## config.mk

```make
export PLATFORM = sky130hd
export DESIGN_NAME = vt_v5_gen
export DESIGN_NICKNAME = d
export VERILOG_FILES = /design/src/rtl/vt_v5_pkg.sv /design/src/rtl/vt_bip2_acc.sv /design/src/rtl/vt_v5_pack.sv /design/src/rtl/vt_v5_gen.sv
export SDC_FILE = /design/constraint.sdc
export NUM_CORES = 1
export LEC_CHECK = 0
export ABC_AREA = 1
export ABC_CLOCK_PERIOD_IN_PS = 950
export BUFFER_PORTS_ARGS = -buffer_cell sky130_fd_sc_hd__buf_2
export CORE_MARGIN = 5
export CORE_UTILIZATION = 30
export DETAILED_ROUTE_END_ITERATION = 6
export MAX_ROUTING_LAYER = met4
export PLACE_DENSITY_LB_ADDON = 0.08
export SLEW_MARGIN = 20
export SYNTH_ARGS = -nofsm -noshare
export SYNTH_HDL_FRONTEND = slang
export SYNTH_SLANG_ARGS = --single-unit
```

## constraint.sdc

```tcl
create_clock -name clk -period 0.95 [get_ports clk]
set_clock_uncertainty 0.05 [all_clocks]
set_input_delay 0.19 -clock clk [delete_from_list [all_inputs] [get_ports clk]]
set_output_delay 0.19 -clock clk [all_outputs]
set_load 0.005 [all_outputs]
```

## src/rtl/vt_v5_pkg.sv

```systemverilog
package vt_v5_pkg;
  localparam int BYTE_W  = 8;
  localparam int BIP_W   = 2;
  localparam int LABEL_W = 3;

  localparam logic [1:0] RDI_SRC_SW   = 2'b00;
  localparam logic [1:0] RDI_SRC_DEF  = 2'b01;
  localparam logic [1:0] RDI_SRC_RSVD = 2'b10;
  localparam logic [1:0] RDI_SRC_STAT = 2'b11;

  typedef struct packed {
    logic               bip_err;
    logic [LABEL_W-1:0] label;
    logic               rfi_auto;
    logic               rfi_val;
    logic [1:0]         rdi_sel;
    logic               rdi_val;
  } v5_cfg_t;

  typedef struct packed {
    logic rei;
    logic rfi_def;
    logic rdi_def;
    logic rdi_stat;
  } rx_stat_t;
endpackage

```

## src/rtl/vt_bip2_acc.sv

```systemverilog
module vt_bip2_acc
  import vt_v5_pkg::*;
(
  input  logic              clk,
  input  logic              rst_n,
  input  logic              commit,
  input  logic              restart,
  input  logic [BYTE_W-1:0] byte_in,
  output logic [BIP_W-1:0]  bip
);
  logic [BYTE_W-1:0] acc_q, acc_d;

  always_comb begin
    acc_d = acc_q;
    if (commit) begin
      if (restart) acc_d = byte_in;
      else         acc_d = acc_q ^ byte_in;
    end
  end

  always_ff @(posedge clk or negedge rst_n) begin
    if (!rst_n) acc_q <= '0;
    else        acc_q <= acc_d;
  end

  // lane k covers every bit index i with i % BIP_W == k
  for (genvar k = 0; k < BIP_W; k++) begin : g_lane
    always_comb begin
      bip[k] = 1'b0;
      for (int i = k; i < BYTE_W; i += BIP_W) bip[k] = bip[k] ^ acc_q[i];
    end
  end
endmodule

```

## src/rtl/vt_v5_pack.sv

```systemverilog
module vt_v5_pack
  import vt_v5_pkg::*;
(
  input  v5_cfg_t           cfg,
  input  rx_stat_t          rx,
  input  logic [BIP_W-1:0]  bip,
  output logic [BYTE_W-1:0] v5
);
  logic rfi, rdi;
  logic [BIP_W-1:0] bip_tx;

  always_comb begin
    rfi = cfg.rfi_auto ? rx.rfi_def : cfg.rfi_val;
    unique case (cfg.rdi_sel)
      RDI_SRC_SW:   rdi = cfg.rdi_val;
      RDI_SRC_DEF:  rdi = rx.rdi_def;
      RDI_SRC_STAT: rdi = rx.rdi_stat;
      RDI_SRC_RSVD: rdi = 1'b0;
      default:      rdi = 1'b0;
    endcase
    bip_tx = bip ^ {BIP_W{cfg.bip_err}};
    v5     = {bip_tx, rx.rei, rfi, cfg.label, rdi};
  end
endmodule

```

## src/rtl/vt_v5_gen.sv

```systemverilog
module vt_v5_gen
  import vt_v5_pkg::*;
(
  input  logic               clk,
  input  logic               rst_n,
  input  logic               in_valid,
  input  logic               in_sof,
  input  logic [7:0]         in_data,
  input  logic               cfg_bip_err,
  input  logic [2:0]         cfg_label,
  input  logic               cfg_rfi_auto,
  input  logic               cfg_rfi_val,
  input  logic [1:0]         cfg_rdi_sel,
  input  logic               cfg_rdi_val,
  input  logic               rx_rei_nonzero,
  input  logic               rx_rfi_defect,
  input  logic               rx_rdi_defect,
  input  logic               rx_rdi_status,
  input  logic               trib_ais,
  output logic               out_valid,
  output logic               out_sof,
  output logic [7:0]         out_data,
  output logic               ais_status
);
  v5_cfg_t           cfg;
  rx_stat_t          rx;
  logic [BIP_W-1:0]  bip;
  logic [BYTE_W-1:0] v5, byte_n;

  logic              valid_q, valid_d;
  logic              sof_q, sof_d;
  logic [BYTE_W-1:0] data_q, data_d;
  logic              ais_q, ais_d;
  logic              data_en;

  assign cfg = '{bip_err: cfg_bip_err, label: cfg_label, rfi_auto: cfg_rfi_auto,
                 rfi_val: cfg_rfi_val, rdi_sel: cfg_rdi_sel, rdi_val: cfg_rdi_val};
  assign rx  = '{rei: rx_rei_nonzero, rfi_def: rx_rfi_defect,
                 rdi_def: rx_rdi_defect, rdi_stat: rx_rdi_status};

  vt_v5_pack u_pack (.cfg(cfg), .rx(rx), .bip(bip), .v5(v5));

  vt_bip2_acc u_bip (
    .clk(clk), .rst_n(rst_n), .commit(in_valid), .restart(in_sof),
    .byte_in(byte_n), .bip(bip)
  );

  always_comb begin
    byte_n  = in_sof ? v5 : in_data;
    data_en = in_valid;
    valid_d = in_valid;
    sof_d   = in_valid & in_sof;
    data_d  = data_en ? byte_n : data_q;
    ais_d   = trib_ais;
  end

  always_ff @(posedge clk or negedge rst_n) begin
    if (!rst_n) begin
      valid_q <= 1'b0;
      sof_q   <= 1'b0;
      data_q  <= '0;
      ais_q   <= 1'b0;
    end else begin
      valid_q <= valid_d;
      sof_q   <= sof_d;
      data_q  <= data_d;
      ais_q   <= ais_d;
    end
  end

  assign out_valid  = valid_q;
  assign out_sof    = sof_q;
  assign out_data   = data_q;
  assign ais_status = ais_q;
endmodule

```

==> results.txt <==
via count: 1,080
DP HPWL: 2.18 mm
vias per cell: 4.43
remaining antenna violation count: 0
layout cells sized above 1: 0.455
Net Count, Synth: 167
Pint: 1550 uW
first-pass GRT wire length: 4.83 mm
Crit-path slowest cell: dfrtp_2
Clock Latency Late Sink: 0.29 ns
relative slew slack: 0.708
max-cap viol count: 0
hold crit path type: primary input to flip-flop
# IOs: 37
syn avg cell area: 7.52 um^2
WL per Instance: 11.7 um
Crit Path Class: flip-flop to flip-flop
initial antenna violation count: 0
Synth Register Bits: 19
clock tree buffer depth: 2
Fmax: 897 MHz
Clk pwr share: 0.172
post-route setup slack: -0.165 ns
sequential share of power: 0.445
Post-Route M1 WL: 1.38 mm
crit path DAT: 1.24 ns
Logic pwr share: 0.384
clock slew seen by the registers of the worst setup and hold paths: 0.11 ns
static leakage: 0.000801 uW
switching share of power: 0.349
element type at the critical path start: flip-flop
Mapped Area: 1060 um^2
most frequent cells in the layout: buf_2, nand2_1, nor2_1
DRC viols: 0
Core Footprint: 3390 um^2
diodes inserted: 0
Unique masters post-synth: 21
1st-iter DRT viols: 44
Tot GR Track Use: 0.125
drt first pass iters: 6
commonest non-fill, non-tap cell in the layout: buf_2
Worst Path Required: 1.08 ns
register area share after synthesis: 0.449
Die Width: 69.4 um
Final #Nets: 225
CTS tree: built
Initial Utilization: 0.313
VDD IR-drop max: 0.799 mV
met2 WL post-DR: 1.36 mm
CTS Buf Count: 3
worst hold slack: 0.108 ns
DP Worst Slack: -0.133 ns
outcome: finished, violations left
Area Growth Syn to Fin: 45.7%
gr ovfl total: 0
Final Max Slew Viols: 0
failing checks: negative setup slack
Die Ht: 69.4 um
NetSw: 828 uW
PortBufs: 36
DRT Wirelength: 2.85 mm
Highest Signal Layer: met4
row cnt: 21
clk sinks: 19
WL met3: 106 um
fin crit share: 1.17
fin crit period: 1.12 ns
Crit Path Max Fanout: 4
Worst-Margin Slew: 0.437 ns
vias in the first global route: 1,082
full die area: 4820 um^2
gpl congestion: 0.807
CP Capture Type: flip-flop
largest net degree at the start of global routing: 20
RSZ-0062 raised after global routing: true
Power Dens Cells: 1540 nW/um^2
Yosys Warn Count: 0
clock root buffer: clkbuf_4
CP Cell Sequence: buf_4 -> or2_4 -> nand3_2 -> a31oi_1
setup violators final: 16
Mapped Cells: 141
final hold viol count: 0
CP peak stage delay: 0.45 ns
H-tree depth: 1
==> area by class of cell <==
| type | instances | area (um^2) |
|---|---|---|
| inverter | 14 | 55.1 |
| fill | 353 | 1850 |
| clock inverter | 1 | 5.00 |
| timing repair buffer | 57 | 354 |
| clock buffer | 3 | 22.5 |
| multi-input combinational | 104 | 572 |
| tap | 46 | 57.6 |
| sequential | 19 | 478 |
==> critical path: cells and delay by family (launching register included) <==
kind / cells / cell delay [ns]
flops: 1 / 0.45
buf+inv: 1 / 0.15
simple gates: 2 / 0.27
compound gates: 1 / 0.07
==> through the flow <==
stage                     power [uW]  cell area, um^2  TNS [ns]  utilization  std cells
final                           2380             1540     -1.79        0.456        244
after global routing            2560             1540     -2.69        0.456        244
after CTS                       2290             1450     -1.90        0.429        242
after detailed placement        1830             1380     -1.22        0.408        234
after global placement          1800             1380    -0.983        0.408        234
after floorplan                 1500             1060    -0.149            -        141
==> repair_timing <==
action	in CTS	in global routing
endpoints found under the hold margin	20	0
gates resized for setup	4	22
pin swaps	1	4
setup endpoints to repair	17	20
buffers inserted	2	3
hold buffers	2	0
==> power by group through the flow <==
stage               registers, uW  logic [uW]  clock network (uW)
floorplan                    1060         440                   0
global placement             1060         749                   0
detailed placement           1060         767                   0
CTS                          1050         805                 437
global route                 1080        1030                 460
finish                       1060         911                 408
==> cell usage after synthesis <==
cell | count | area share
inv_4 | 1 | 0.0059
nor2_1 | 21 | 0.074
nand2_1 | 37 | 0.13
inv_2 | 3 | 0.011
nand2_2 | 1 | 0.0059
a21oi_1 | 13 | 0.061
buf_4 | 1 | 0.0071
nor2_2 | 1 | 0.0059
o21ai_0 | 7 | 0.033
a31oi_1 | 2 | 0.012
xor2_1 | 3 | 0.025
buf_6 | 1 | 0.011
inv_1 | 10 | 0.035
o22ai_1 | 2 | 0.012
xnor2_1 | 2 | 0.017
o211ai_1 | 2 | 0.014
nand3_2 | 4 | 0.038
buf_2 | 2 | 0.0094
or2_2 | 1 | 0.0059
nand3_1 | 8 | 0.038
dfrtp_1 | 19 | 0.45
==> path summary, 6_finish.rpt <==
path / from / end / slack (ns) / cells after the start
max: u_bip.acc_q[4] / u_bip.acc_q[4] / -0.17 / 4
min: cfg_label[1] / out_data[2] / 0.11 / 3
max reg2reg: u_bip.acc_q[4] / u_bip.acc_q[4] / -0.17 / 4
min reg2reg: out_data[1] / out_data[1] / 0.45 / 2
max in group asynchronous: rst_n / u_bip.acc_q[4] / 0.22 / 2
min in group asynchronous: rst_n / out_sof / 0.31 / 2
==> flip-flops by register name, indices dropped and copies added (netlist names) <==
name / count
out_valid: 1
out_sof: 1
out_data: 8
u_bip.acc_q: 8
ais_status: 1
==> metal layers <==
layer	vias to the layer above	track usage
met5	-	-
met4	0	0.0130
met3	2	0.0348
met2	18	0.197
met1	493	0.166
li1	567	-
==> cells by family after synthesis <==
group,Yosys count,share of synthesized area
compound gates,26,0.132
xor+xnor,5,0.0413
buf+inv,18,0.0791
flops,19,0.449
simple gates,73,0.299
No activity file was read; power rests on OpenSTA's default activity.
